### config.mk
export PLATFORM = sky130hd
export DESIGN_NAME = remap_unit
export DESIGN_NICKNAME = d
export VERILOG_FILES = /design/src/rtl/remap_pkg.sv /design/src/rtl/remap_cfg_regs.sv /design/src/rtl/remap_region_match.sv /design/src/rtl/remap_pick.sv /design/src/rtl/remap_unit.sv
export SDC_FILE = /design/constraint.sdc
export NUM_CORES = 1
export LEC_CHECK = 0
export CAP_MARGIN = 20
export CORE_ASPECT_RATIO = 0.6
export CORE_MARGIN = 1
export CORE_UTILIZATION = 45
export DETAILED_ROUTE_END_ITERATION = 12
export DONT_BUFFER_PORTS = 1
export GPL_TIMING_DRIVEN = 0
export SLEW_MARGIN = 10
export SYNTH_ARGS = -nofsm -noshare
export SYNTH_HDL_FRONTEND = slang
export SYNTH_SLANG_ARGS = --single-unit
### constraint.sdc
create_clock -name clk -period 3.78 [get_ports clk]
set_input_delay 0.189 -clock clk [delete_from_list [all_inputs] [get_ports clk]]
set_output_delay 0.189 -clock clk [all_outputs]
set_load 0.01 [all_outputs]
### src/rtl/remap_pkg.sv
package remap_pkg;
    localparam int ADDR_W    = 32;
    localparam int MIN_SPLIT = 21;               // 2 MB window
    localparam int BASE_W    = 29 - MIN_SPLIT;   // address bits 28..21
    localparam int TGT_W     = ADDR_W - MIN_SPLIT; // address bits 31..21
    localparam int SZ_W      = 3;
    localparam int LINE_LSB  = 4;                // 16-byte line

    typedef struct packed {
        logic              line_fill;  // [23]
        logic [TGT_W-1:0]  tgt_hi;     // [22:12]
        logic [BASE_W-1:0] base_hi;    // [11:4]
        logic [SZ_W-1:0]   szc;        // [3:1]
        logic              on;         // [0]
    } win_cfg_t;

    localparam int CFG_W = $bits(win_cfg_t);
endpackage

### src/rtl/remap_cfg_regs.sv
module remap_cfg_regs
    import remap_pkg::*;
#(
    parameter int N = 4,
    localparam int IDX_W = (N > 1) ? $clog2(N) : 1
) (
    input  logic               clk,
    input  logic               rst_n,
    input  logic               cache_on,
    input  logic               we,
    input  logic [IDX_W-1:0]   sel,
    input  win_cfg_t           wdata,
    output win_cfg_t [N-1:0]   cfg
);
    typedef struct packed {
        win_cfg_t [N-1:0] win;
    } state_t;

    state_t st_d, st_q;

    always_comb begin
        st_d = st_q;
        if (we && !cache_on) begin
            for (int i = 0; i < N; i++) begin
                if (sel == IDX_W'(i)) st_d.win[i] = wdata;
            end
        end
    end

    always_ff @(posedge clk or negedge rst_n) begin
        if (!rst_n) st_q <= '0;
        else        st_q <= st_d;
    end

    assign cfg = st_q.win;
endmodule

### src/rtl/remap_region_match.sv
module remap_region_match
    import remap_pkg::*;
(
    input  win_cfg_t            cfg,
    input  logic [ADDR_W-1:0]   addr,
    output logic                hit,
    output logic [ADDR_W-1:0]   mapped
);
    logic [4:0]        split;
    logic [ADDR_W-1:0] hi_mask;
    logic [ADDR_W-1:0] base_full;
    logic [ADDR_W-1:0] tgt_full;

    always_comb begin
        split     = 5'(MIN_SPLIT - 1) + {2'b00, cfg.szc};
        hi_mask   = ~((32'd1 << split) - 32'd1);
        base_full = {3'b000, cfg.base_hi, {MIN_SPLIT{1'b0}}};
        tgt_full  = {cfg.tgt_hi, {MIN_SPLIT{1'b0}}};
        hit       = cfg.on && (cfg.szc != '0)
                    && ((addr & hi_mask) == (base_full & hi_mask));
        mapped    = (tgt_full & hi_mask) | (addr & ~hi_mask);
    end
endmodule

### src/rtl/remap_pick.sv
module remap_pick
    import remap_pkg::*;
#(
    parameter int N = 4
) (
    input  logic [N-1:0]        hit_vec,
    input  logic [ADDR_W-1:0]   mapped [N],
    input  logic [N-1:0]        fill_vec,
    input  logic [ADDR_W-1:0]   addr,
    output logic                any_hit,
    output logic [ADDR_W-1:0]   sel_addr,
    output logic                sel_fill
);
    always_comb begin
        any_hit  = 1'b0;
        sel_addr = addr;
        sel_fill = 1'b0;
        for (int i = N - 1; i >= 0; i--) begin
            if (hit_vec[i]) begin
                any_hit  = 1'b1;
                sel_addr = mapped[i];
                sel_fill = fill_vec[i];
            end
        end
    end
endmodule

### src/rtl/remap_unit.sv
module remap_unit
    import remap_pkg::*;
#(
    parameter int NUM_WIN = 4,
    localparam int IDX_W = (NUM_WIN > 1) ? $clog2(NUM_WIN) : 1
) (
    input  logic                clk,
    input  logic                rst_n,
    input  logic                cache_on,
    input  logic                cfg_we,
    input  logic [IDX_W-1:0]    cfg_sel,
    input  logic [CFG_W-1:0]    cfg_wdata,
    input  logic [ADDR_W-1:0]   addr_in,
    output logic [ADDR_W-1:0]   addr_out,
    output logic                region_hit,
    output logic                line_burst,
    output logic [ADDR_W-1:0]   fill_addr
);
    win_cfg_t [NUM_WIN-1:0] cfg_q;
    logic [NUM_WIN-1:0]     hit_vec;
    logic [NUM_WIN-1:0]     fill_vec;
    logic [ADDR_W-1:0]      mapped [NUM_WIN];

    remap_cfg_regs #(.N(NUM_WIN)) u_regs (
        .clk      (clk),
        .rst_n    (rst_n),
        .cache_on (cache_on),
        .we       (cfg_we),
        .sel      (cfg_sel),
        .wdata    (win_cfg_t'(cfg_wdata)),
        .cfg      (cfg_q)
    );

    for (genvar g = 0; g < NUM_WIN; g++) begin : g_win
        remap_region_match u_match (
            .cfg    (cfg_q[g]),
            .addr   (addr_in),
            .hit    (hit_vec[g]),
            .mapped (mapped[g])
        );
        assign fill_vec[g] = cfg_q[g].line_fill;
    end

    remap_pick #(.N(NUM_WIN)) u_pick (
        .hit_vec  (hit_vec),
        .mapped   (mapped),
        .fill_vec (fill_vec),
        .addr     (addr_in),
        .any_hit  (region_hit),
        .sel_addr (addr_out),
        .sel_fill (line_burst)
    );

    assign fill_addr = line_burst ? {addr_out[ADDR_W-1:LINE_LSB], {LINE_LSB{1'b0}}}
                                  : addr_out;
endmodule

==> results of run 1 <==
[final cells by class]
| cell class | instances | share of cell area |
|---|---|---|
| clock inverters | 6 | 0.01439 |
| inverters | 3 | 0.001799 |
| repair buffers | 33 | 0.05438 |
| clock buffers | 10 | 0.03659 |
| plain buffers | 76 | 0.07817 |
| flip-flops and latches | 96 | 0.3838 |
| multi-input cells | 300 | 0.3988 |
| well taps | 160 | 0.03199 |
[kinds of logic after synthesis]
kind of cell | synth area share
simple gates | 0.07774
mux | 0.2302
compound gates | 0.1003
buf+inv | 0.09283
flops | 0.4456
xor+xnor | 0.05338
[through the flow]
| stage | util | power (uW) | setup slack, ps | std cells | hold slack, ps |
|---|---|---|---|---|---|
| after floorplan | - | 1948 | 1378 | 475 | -106.6 |
| after global placement | 0.4868 | 2107 | 542.9 | 635 | -103.3 |
| after detailed placement | 0.4868 | 2137 | 481.5 | 635 | -103.8 |
| after CTS | 0.5388 | 3178 | 113.1 | 677 | 0.2537 |
| after global routing | 0.5449 | 3324 | 22.87 | 684 | 6.625 |
| final | 0.5449 | 3169 | 226.1 | 684 | 10.31 |
[routing by layer]
metal	vias up	track usage	part of all wire
met5	-	0	0
met4	0	0.05222	0.0079
met3	10	0.07459	0.076
met2	153	0.3734	0.44
met1	1921	0.3484	0.48
li1	1756	-	-
[cells in the final DEF, fill, tap and decap left out, types with 3 or more instances in the layout]
| cell type | count |
|---|---|
| sky130_fd_sc_hd__a211oi_1 | 8 |
| sky130_fd_sc_hd__a21oi_1 | 13 |
| sky130_fd_sc_hd__a22oi_1 | 4 |
| sky130_fd_sc_hd__a31oi_1 | 3 |
| sky130_fd_sc_hd__and2_1 | 3 |
| sky130_fd_sc_hd__and3b_1 | 4 |
| sky130_fd_sc_hd__and4_1 | 4 |
| sky130_fd_sc_hd__buf_2 | 15 |
| sky130_fd_sc_hd__buf_4 | 48 |
| sky130_fd_sc_hd__clkbuf_1 | 14 |
| sky130_fd_sc_hd__clkbuf_16 | 9 |
| sky130_fd_sc_hd__dfrtp_1 | 96 |
| sky130_fd_sc_hd__dlygate4sd3_1 | 29 |
| sky130_fd_sc_hd__inv_1 | 3 |
| sky130_fd_sc_hd__mux2_2 | 104 |
| sky130_fd_sc_hd__mux2i_1 | 7 |
| sky130_fd_sc_hd__nand2_1 | 17 |
| sky130_fd_sc_hd__nand3_1 | 8 |
| sky130_fd_sc_hd__nand4_1 | 5 |
| sky130_fd_sc_hd__nor2_1 | 12 |
| sky130_fd_sc_hd__nor3_1 | 5 |
| sky130_fd_sc_hd__nor4_1 | 4 |
| sky130_fd_sc_hd__o21ai_0 | 25 |
| sky130_fd_sc_hd__o22ai_1 | 4 |
| sky130_fd_sc_hd__xnor2_1 | 16 |
| sky130_fd_sc_hd__xor2_1 | 15 |
[timing repair]
| item | in CTS | in global routing |
|---|---|---|
| setup endpoints to repair | 0 | 8 |
| endpoints found under the hold margin | 186 | 4 |
| buffers inserted | 0 | 3 |
| gates resized for setup | 0 | 2 |
| hold buffers | 26 | 4 |
[power by group]
part / internal (uW) / leakage, uW / switching [uW]
Combinational: 392 / 0.00133 / 386
Clock: 584 / 0.000153 / 398
Sequential: 1250 / 0.00115 / 156
[how the worst min path moves through the flow]
stage	from	endpoint	slack (ps)	cells past startpoint
final	cfg_wdata[13]	u_regs.cfg[13]	10	1
after global routing	cfg_wdata[23]	u_regs.cfg[95]	7	1
after CTS	cfg_wdata[12]	u_regs.cfg[84]	0.3	1
after detailed placement	rst_n	u_regs.cfg[75]	-100	0
after global placement	rst_n	u_regs.cfg[74]	-100	0
after floorplan	rst_n	u_regs.cfg[0]	-110	0
[worst register-to-register path: cells and delay by family (launching register included)]
family | cells | cell delay (ps)
flip-flops | 1 | 390
multiplexers | 1 | 270
buffers and inverters | 1 | 200
==> results, run 1 <==
- The count of buffers inserted at the top-level ports is 0.
- The critical path is of the reg2out type.
- Clock tree synthesis selected as its root buffer the cell sky130_fd_sc_hd__clkbuf_16.
- The most critical setup path has its endpoint at fill_addr[22].
- For this run, design rule violations remaining after detail routing come to 0.
- In this run the critical register-to-register path is captured at u_regs.cfg[3].
- The global router's overall resource usage is 0.2468.
- In the final layout, the multi-input gates occupy 2496 um2.
- The worst setup path is captured at an output port.
- The smallest clock period supported by the final layout is computed as between 3000 and 4000 ps.
- Clock-pin slew was measured on the worst setup and hold paths at 70 ps.
- The number of unique standard cell types used by synthesis is 54.
- The placed instances occupy a cell area of between 5000 and 6000 um2.
- The cell area power density is about 510 nW/um2.
- Counting every instance in the synthesized netlist gives 475.
- The clock passes through at most 2 buffers.
- The flow ran to the end, and the final reports show no timing, DRC or antenna violations.
- Pin placement for this block handled approximately 130 I/O pins.
- By area the synthesized netlist is led by sky130_fd_sc_hd__dfrtp_1 (45%), sky130_fd_sc_hd__mux2_2 (22%), sky130_fd_sc_hd__buf_4 (6.3%).
- The floorplan step set the die height to ~87 um.
- The count of H-tree levels built during CTS is 3.
- The area of all sequential standard cells is 2402 um2.
- The wire length per cell after detailed routing is about 22 um.
- The number of diodes added for antenna fixing is 0.
- STA classifies the critical path startpoint as a flip-flop.
- The launching instance or port of the critical path is u_regs.cfg[75].
- The kind of cell with the highest combined delay on the critical path is compound AO/OA/AOI/OAI gates.
- The clock tree skew after final layout is 0 ps.
- Setup violations remaining at the end of the flow were counted as 0.
- The cell with the largest stage delay on the worst path is sky130_fd_sc_hd__a2111oi_4.
- The most instantiated flip-flop cell in the synthesis netlist is sky130_fd_sc_hd__dfrtp_1.
- The number of pins with negative max-slew slack in the final report came to 0.
- The data required time at the worst endpoint is 3590 ps.
- The number of global-route vias before repair is 3811.
- After global routing the overflow that remains totals 0.
- The flip-flop count of the largest register, all copies and words added is between 90 and 100.
- The floorplan step set the die width to between 100 and 150 um.
- The number of DRC markers after the initial detailed-route iteration is 224.
- The number of cell rows is 30.
- Before antenna repair, the detailed router went through 5 iterations.
- The final layout contains routed wiring with a total length of between 10000 and 15000 um.
- The number of warnings printed during yosys synthesis is 0.
- In the final layout, the share of cells above drive strength 1 is 0.3702.
- The via count normalized by instance count is around 5.6.
- In this run the register-to-register setup slack is 2810 ps.
- The number of hold violations in the final report is 0.
- The commonest cells after synthesis are sky130_fd_sc_hd__mux2_2 (104), sky130_fd_sc_hd__dfrtp_1 (96), sky130_fd_sc_hd__buf_4 (45), sky130_fd_sc_hd__o21ai_0 (25), sky130_fd_sc_hd__nand2_1 (17).
- The signal on the critical path passes through buf_2, o21a_1, o22ai_1, a2111oi_4, and2_1, buf_2, a211oi_1, o31ai_1, buf_4.
- Once detail routing completed, the nets flagged for antenna violations numbered 0.
- The area growth from synthesis to layout is 16.08%.
- Of all nets on the critical path, the largest fanout is 10.
- The top cell type by total area after synthesis is sky130_fd_sc_hd__dfrtp_1.
- For this run, the slowest stage of the critical path takes 690 ps.
- The depth of the most critical reg-to-reg path is 2.
- Dividing the final minimum period by the clock period gives 0.9402.
- The number of inserted filler cells in the final layout is approximately 1100.
- The total clock buffers created by CTS is 9.
- The die covers 12440 um2.
- The tool flagged a number of max-cap violations equal to 0.
- TritonCTS built the clock tree.
- The share of synthesized area occupied by flip-flops and latches is 0.4456.
- The depth of the critical timing path with buffers and inverters included is 9.
- The total of flip-flops plus latches after synthesis is between 90 and 100.
- The measured slew at the worst slew-check pin is between 900 and 1000 ps.
- The core footprint is around 11000 um2.
- The number of buffers and inverters on the critical path is 3.
- In this run the static leakage power is ~0.0026 uW.
- The number of antenna violations at the first check in global routing was 0.
- The path class of the tightest hold or removal check is in2reg.
- The TritonCTS sink count is between 90 and 100.
- For this run, the top clock speed supported by timing is approximately 280 MHz.
- The maximum number of pins on one net before global-route repair is 97.
- The detailed-route via count is 3840.
- The average footprint of a synthesized cell is between 10 and 15 um2.
- The reg-to-reg startpoint is u_regs.cfg[3].
- In the final design database the tool counted approximately 580 nets.
- The finished cells cover between 6000 and 7000 um2.
- The count of flip-flops with a built-in enable after synthesis is 0.
- When the netlist entered floorplanning its net count stood at between 500 and 600.
- For the final routed database, the setup TNS stands at 0 ps.
- The area fraction of the dominant cell type after synthesis is 0.4456.
- For this configuration, the core starts out at a cell density of 0.4694.
- Setup repair after global routing left no endpoint under its margin.
- For this run, asynchronously set or reset flops after synthesis account for 1.000.
- The cell type with the highest occurrence count on the critical path is sky130_fd_sc_hd__buf_2.
- The worst voltage drop across the vdd grid is 278.3 uV.
- The worst slew margin relative to its limit is 0.3514.
- The global-route wire length before repair is between 20000 and 25000 um.
- The leading cell type by number of instances after synthesis is sky130_fd_sc_hd__mux2_2.
- At the later pin of the worst-skew pair, clock insertion delay measures about 340 ps.
- The total standard cell area after synthesis is between 5000 and 6000 um2.
- The placed wire-length estimate after detailed placement is ~11000 um.
- Data on the critical path arrives at its endpoint at between 3000 and 4000 ps.
- Routability-driven placement finished with a final weighted congestion of 0.9252.
(Power assumes the default switching activity.)
==> run 2: changes to the inputs <==
Settings changed: CELL_PAD_IN_SITES_DETAIL_PLACEMENT from default to 2, CELL_PAD_IN_SITES_GLOBAL_PLACEMENT from default to 2, CORE_UTILIZATION 45 to 44, CTS_BUF_LIST from default to sky130_fd_sc_hd__clkbuf_16, PLACE_DENSITY_LB_ADDON from default to 0.1.
==> results, run 2 (synthesized netlist as in run 1, its figures left out) <==
- The endpoint of the worst register-to-register path is u_regs.cfg[2].
- In this run the tool buffered the top-level ports with 0 buffer cells.
- After layout, the worst setup slack is 159.2 ps.
- Once placement finished, the instance area stood at between 5000 and 6000 um2.
- The first routing iteration left 221 violations.
- STA puts the critical path data required time at 3590 ps.
- Entering global routing, the biggest net connects 97 pins.
- The global-route wire length before repair is around 28000 um.
- The source of the worst hold timing path is cfg_wdata[17].
- The final count of negative-setup-slack endpoints is 0.
- Power spread over the standard cell area amounts to between 500 and 600 nW/um2.
- For the final database, setup skew stands at 0 ps.
- The aggregate routed wire length is 18610 um.
- The horizontal die dimension is 144.9 um.
- The delay contributed by the slowest stage of the critical path is around 900 ps.
- The total negative setup slack is 0 ps.
- During I/O placement, the number of pins put on the boundary was 128.
- Clock tree synthesis inserted a total of 9 buffers.
- The vertical extent of the die is about 90 um.
- The maximum clock frequency is approximately 280 MHz.
- The full die area is around 13000 um2.
- The cell with the largest stage delay on the worst path is sky130_fd_sc_hd__a21oi_1.
- The critical path goes through xnor2_1, nand4_1, a21oi_1, and2_1, buf_2, a211oi_1, o31ai_1, buf_4.
- The count of cells along the worst hold path is 1.
- The root buffer cell is sky130_fd_sc_hd__clkbuf_16.
- The met2 capacity usage during global routing is 0.5009.
- The relative area change from synthesis to final layout is 16.50%.
- The flip-flop count of the largest register, all copies and words added is between 90 and 100.
- For met3 alone, demand over resource in global routing was 0.07083.
- The worst slew margin relative to its limit is 0.2581.
- For this run the aggregate overflow at the end of global routing stands at 0.
- The startpoint identified for the worst register-to-register timing path is u_regs.cfg[2].
- The number of antenna violations at the first check in global routing is 0.
- The TritonCTS sink count is between 90 and 100.
- Across all layers, the routed design uses 4079 vias.
- Summing all flip-flop and latch instances after layout gives roughly 2400 um2.
- The worst setup path is captured at an output port.
- The share of final-layout standard cells stronger than drive strength 1 is 0.3819.
- The clock period could shrink to around 3600 ps.
- The number of cell rows is 30.
- Max-cap violations in this run came to 0.
- The analysis attributes to cell leakage a power of between 0.002 and 0.003 uW.
- After routing the design area is 6281 um2.
- Leaving out fill and tap cells, the most frequent cell in the layout is sky130_fd_sc_hd__mux2_2.
- The depth of the most critical reg-to-reg path is 2.
- In the layout the commonest cells are sky130_fd_sc_hd__mux2_2 (104), sky130_fd_sc_hd__dfrtp_1 (96), sky130_fd_sc_hd__buf_4 (54).
- The maximum clock insertion buffer count is 2.
- The number of global-route vias before repair is 4557.
- Clock-pin slew was measured on the worst setup and hold paths at approximately 70 ps.
- Dividing the final minimum period by the clock period gives 0.9579.
- The number of inserted filler cells in the final layout is around 1100.
- Summing all multi-input logic gate instances after layout gives between 2000 and 3000 um2.
- In the global route stage, overall resource usage came out at 0.3010.
- The register-to-register setup slack is about 2800 ps.
- At the placement stage, the worst setup path has a slack of approximately 400 ps.
- The worst hold path terminates at u_regs.cfg[65].
- Detailed placement ended at an HPWL of 12730 um.
- The measured slew at the worst slew-check pin is roughly 1100 ps.
- The arrival time of data at the critical path endpoint is around 3400 ps.
- The met1 routing resource usage after global routing is 0.4005.
- For this run, the detailed router's first-pass iteration total came to 4.
- The min-delay analysis places its worst path in the category in2reg.
- The remaining antenna violation count is 0.
- The completed layout was analyzed and its total power is 3191 uW.
- The launching element type of the critical path is a flip-flop.
- Together, buffers and inverters on the worst path number 2.
- Along the worst path, the maximum fanout reaches 9.
- The core footprint is approximately 12000 um2.
- Dividing the detail-routed wire length by the instance count gives around 27 um.
- The initial utilization of the core area, before any placement, comes to 0.4648.
- After detailed routing, the number of remaining DRC violations is 0.
- The final layout contains 586 nets.
- Clock latency on the worst-skew pair, taken at its later pin, is approximately 340 ps.
- The congestion estimate from routability-driven global placement came to 0.8729.
- The number of diodes added for antenna fixing is 0.
- The clock tree from TritonCTS is yes.
- The peak-usage layer in the global routing report is met2.
- The number of hold violations in the final report is 0.
- The number of pins with negative max-slew slack in the final report is 0.
- Setup repair after global routing left no endpoint under its margin.
- The worst voltage drop across the vdd grid is approximately 230 uV.
- The flow ran to the end, and the final reports show no timing, DRC or antenna violations.
- The path type of the worst setup path is reg2out.
- Using the TritonRoute via totals, the vias-per-cell ratio works out to ~5.9.
- The kind of cell with the highest combined delay along the critical path is compound AO/OA/AOI/OAI gates.
- The H-tree was split into 3 levels.
==> run 2: cell types whose count changed in the layout (fill, tap and decap cells not counted), sizes merged <==
cell and change:
inv +1, clkbuf -1, buf +6, clkinv +1, dlygate4sd3 -1, bufinv -1
==> run 2: worst reg2reg max path, stage by stage (launching register included) <==
cell                       delay (ps)
sky130_fd_sc_hd__dfrtp_1          370
sky130_fd_sc_hd__clkbuf_2         210
sky130_fd_sc_hd__mux2_2           300
==> run 2: area by class of cell <==
| cell class | count | area share |
|---|---|---|
| repair buffers | 38 | 0.05976 |
| inverters | 3 | 0.001793 |
| clock buffers | 9 | 0.03586 |
| plain buffers | 76 | 0.07789 |
| flip-flops and latches | 96 | 0.3825 |
| well taps | 160 | 0.03187 |
| clock inverters | 7 | 0.01016 |
| multi-input cells | 300 | 0.4002 |
==> run 2: metal layers <==
metal | share of wire | routed length, um
met5 | 0 | 0
met4 | 0.016 | 295
met3 | 0.073 | 1351
met2 | 0.46 | 8646
met1 | 0.45 | 8318
==> run 2: timing repair <==
item                                    4_1_cts  5_1_grt
hold buffers                                 26        3
gates resized for setup                       0        4
endpoints found under the hold margin       177        3
endpoints found under the setup margin        0        7
setup buffers                                 0        9
==> run 2: metrics by stage <==
stage	util	instances	hold slack (ps)
3_5_place_dp	0.4825	635	-104.7
4_1_cts	0.5314	677	0.3912
6_report	0.5415	689	4.231
2_1_floorplan	-	475	-106.6
5_1_grt	0.5415	689	0.3063
3_3_place_gp	0.4821	635	-104.1
==> run 2: worst max-delay path by stage <==
| stage | startpoint | to | slack [ps] | depth (start not counted) |
|---|---|---|---|---|
| floorplan | u_regs.cfg[75] | fill_addr[22] | 1380 | 9 |
| global placement | u_regs.cfg[26] | fill_addr[22] | 420 | 7 |
| detailed placement | addr_in[29] | fill_addr[22] | 390 | 8 |
| CTS | u_regs.cfg[75] | fill_addr[22] | 20 | 9 |
| global route | u_regs.cfg[82] | fill_addr[22] | 40 | 8 |
| finish | u_regs.cfg[82] | fill_addr[22] | 160 | 8 |
==> run 2: power by group <==
part	switching [uW]	internal (uW)	total [uW]
sequential	166	1250	1420
combinational	445	408	854
clock	409	509	918
==> run 3: changes to the inputs <==
Settings changed: GPL_TIMING_DRIVEN 0 to default.
==> results, run 3 (synthesized netlist as in run 1, its figures left out) <==
- The register with the most flip-flops in the layout has 96 of them.
- The internal power summed over all cells is just over 2000 uW.
- STA puts the critical path data arrival time at 3290 ps.
- The remaining antenna violation count is 0.
- The number of antenna violations at the first check in global routing is 0.
- The number of diodes added for antenna fixing is 0.
- Of the total power, the share spent switching nets is 0.3227.
- Leaving out fill and tap cells, the most frequent cell in the layout is sky130_fd_sc_hd__mux2_2.
- The measured slew at the worst slew-check pin is 957.4 ps.
- The clock passes through at most 2 buffers.
- The met1 wire length is approximately 8400 um.
- The tool flagged a number of max-cap violations equal to 0.
- The global placer's final weighted congestion is slightly below 0.9.
- The floorplan step defined a die boundary enclosing 12710 um2.
- The data required time at the worst endpoint is between 3000 and 4000 ps.
- The starting density of the core is 0.4648.
- In this run the critical register-to-register path is launched from u_regs.cfg[75].
- The die is 144.9 um wide.
- The net count of the finished layout is 516.
- Along the worst hold path, the cell count comes to 1.
- Counting every sink on the clock net gives between 90 and 100.
- Once layout is complete, the cells apart from fillers number a little over 600.
- The clock tree from TritonCTS is yes.
- The final critical delay including setup and external delays is roughly 3500 ps.
- In this run the most critical hold path is launched from cfg_wdata[1].
- The launching element type of the critical path is a flip-flop.
- The global-route wire length before repair is 26230 um.
- The share of the clock period used by the worst path is 0.9212.
- The worst hold-check path type is in2reg.
- Adding up every negative setup slack in the final design gives 0 ps.
- The vertical extent of the die is 87.75 um.
- The worst setup path is captured at an output port.
- The number of inserted filler cells in the final layout is about 1200.
- The cell area power density is approximately 530 nW/um2.
- The routed layout has 3720 vias.
- The library cells used most frequently in the layout, excluding fill and tap cells, are sky130_fd_sc_hd__mux2_2 (104), sky130_fd_sc_hd__dfrtp_1 (96), sky130_fd_sc_hd__dlygate4sd3_1 (27).
- In this run the static leakage power is approximately 0.0024 uW.
- The number of hold violations in the final report is 0.
- After detailed routing, the number of remaining DRC violations is 0.
- After detailed routing, the number of vias per cell comes to roughly 6.0.
- For flop-to-flop paths, the worst setup slack is 2760 ps.
- The cell count after placement is 571.
- Of the total power, registers draw 0.477.
- The number of iterations in the first detailed-routing pass is 5.
- The relative area change from synthesis to final layout is 7.635%.
- The worst-skew pair later-pin latency is 350 ps.
- The share of total power dissipated in the clock network is 0.283.
- Between clock sinks in the finished design, the worst skew comes to 0 ps.
- The wire-length estimate of the detail-placed layout is between 10000 and 15000 um.
- The maximum number of pins on one net before global-route repair is just under 100.
- Of the cells placed in the final design, the portion with a size suffix greater than 1 is 0.3159.
- The path type of the worst setup path is reg2out.
- After detailed routing, the average wire length per cell comes to about 28 um.
- The number of global-route vias before repair is approximately 4100.
- The worst register-to-register path ends at u_regs.cfg[75].
- Headroom to the max-slew limit came out at 0.3617.
- After the first detailed-routing iteration, the DRC count stood at between 200 and 250.
- The switching power total is slightly below 1000 uW.
- The initialized floorplan defines 30 standard-cell rows.
- Summed over all layers, the global routing overflow is 0.
- The highest metal layer used by the detailed router is met4.
- The global router's overall resource usage is 0.2835.
- The clock input transition at the sequential cells of the worst setup and hold paths is 70 ps.
- Along the worst path, the maximum fanout reaches 11.
- The flow ran to the end, and the final reports show no timing, DRC or antenna violations.
- Of the total power, combinational logic draws 0.241.
- The clock tree synthesis step divided the H-tree into 3 levels.
- The number of placed I/O pins is ~130.
- The endpoint with the worst hold slack is u_regs.cfg[1].
- Setup repair after global routing left no endpoint under its margin.
- The wire length on met3 is roughly 880 um.
- The aggregate routed wire length is around 17000 um.
- Input and output buffers added on the ports amount to 0.
- Static timing analysis puts the maximum clock frequency at around 290 MHz.
- The number of clock buffers added by TritonCTS is 9.
- The length of routed met2 wiring is approximately 7600 um.
- For the worst flop-to-flop path, the logic depth is 2.
- The floorplan step defined a core boundary enclosing between 10000 and 15000 um2.
- The root buffer cell is sky130_fd_sc_hd__clkbuf_16.
- The final count of negative-setup-slack endpoints is 0.
- Across the VDD grid, the largest voltage drop is ~270 uV.
- The number of pins with negative max-slew slack in the final report was 0.
-- run 3: worst max path at each step --
stage | slack, ps | start | endpoint
6_report | 300 | u_regs.cfg[3] | addr_out[28]
5_1_grt | 160 | u_regs.cfg[3] | fill_addr[29]
4_1_cts | 150 | u_regs.cfg[51] | addr_out[23]
3_5_place_dp | 310 | u_regs.cfg[51] | fill_addr[22]
3_3_place_gp | 330 | u_regs.cfg[51] | addr_out[22]
2_1_floorplan | 1380 | u_regs.cfg[75] | fill_addr[22]
-- run 3: per-stage QoR --
stage          setup slack (ps)  cell area (um2)  hold slack (ps)    util  power [uW]
3_5_place_dp              305.9             5202           -104.7  0.4485        2117
5_1_grt                   161.0             5803           0.8993  0.5003        3187
3_3_place_gp              328.2             5202           -104.5  0.4485        2079
2_1_floorplan              1378             5391           -106.6       -        1948
6_report                  297.7             5803            9.656  0.5003        3054
4_1_cts                   150.9             5768           0.1383  0.4973        3051
-- run 3: worst max-delay path: stages, from the launching register on --
cell and delay, ps:
sky130_fd_sc_hd__dfrtp_1 550, sky130_fd_sc_hd__or2_2 350, sky130_fd_sc_hd__a21oi_1 250, sky130_fd_sc_hd__nor4_1 160, sky130_fd_sc_hd__a21oi_1 790, sky130_fd_sc_hd__o21ai_0 220
sky130_fd_sc_hd__o21ai_0 620
-- run 3: area by class of cell --
cell class	instances	area, um2	share of cell area
inverters	3	11.26	0.001940
clock buffers	9	225.2	0.03881
repair buffers	44	417.9	0.07201
well taps	160	200.2	0.03450
clock inverters	7	46.29	0.007978
flip-flops and latches	96	2402	0.4140
multi-input cells	300	2500	0.4308
-- run 3: per-layer routing --
layer  up-vias  track usage
li1       1621            -
met1      1959       0.4101
met2       115       0.4410
met3        25      0.04792
met4         0      0.07640
met5         -            0
-- run 3: timing repair --
action                                  4_1_cts  5_1_grt
resized for setup                             1        0
hold buffers                                 26        2
pin swaps                                     1        1
endpoints found under the setup margin        6        2
setup buffers                                 2        2
hold endpoints to repair                    187        2
-- run 3: power groups by stage --
stage / Combinational (uW) / Clock, uW / Sequential (uW)
2_1_floorplan: 579 / 0 / 1370
3_3_place_gp: 624 / 0 / 1460
3_5_place_dp: 647 / 0 / 1470
4_1_cts: 712 / 885 / 1450
5_1_grt: 787 / 919 / 1480
6_report: 734 / 864 / 1460
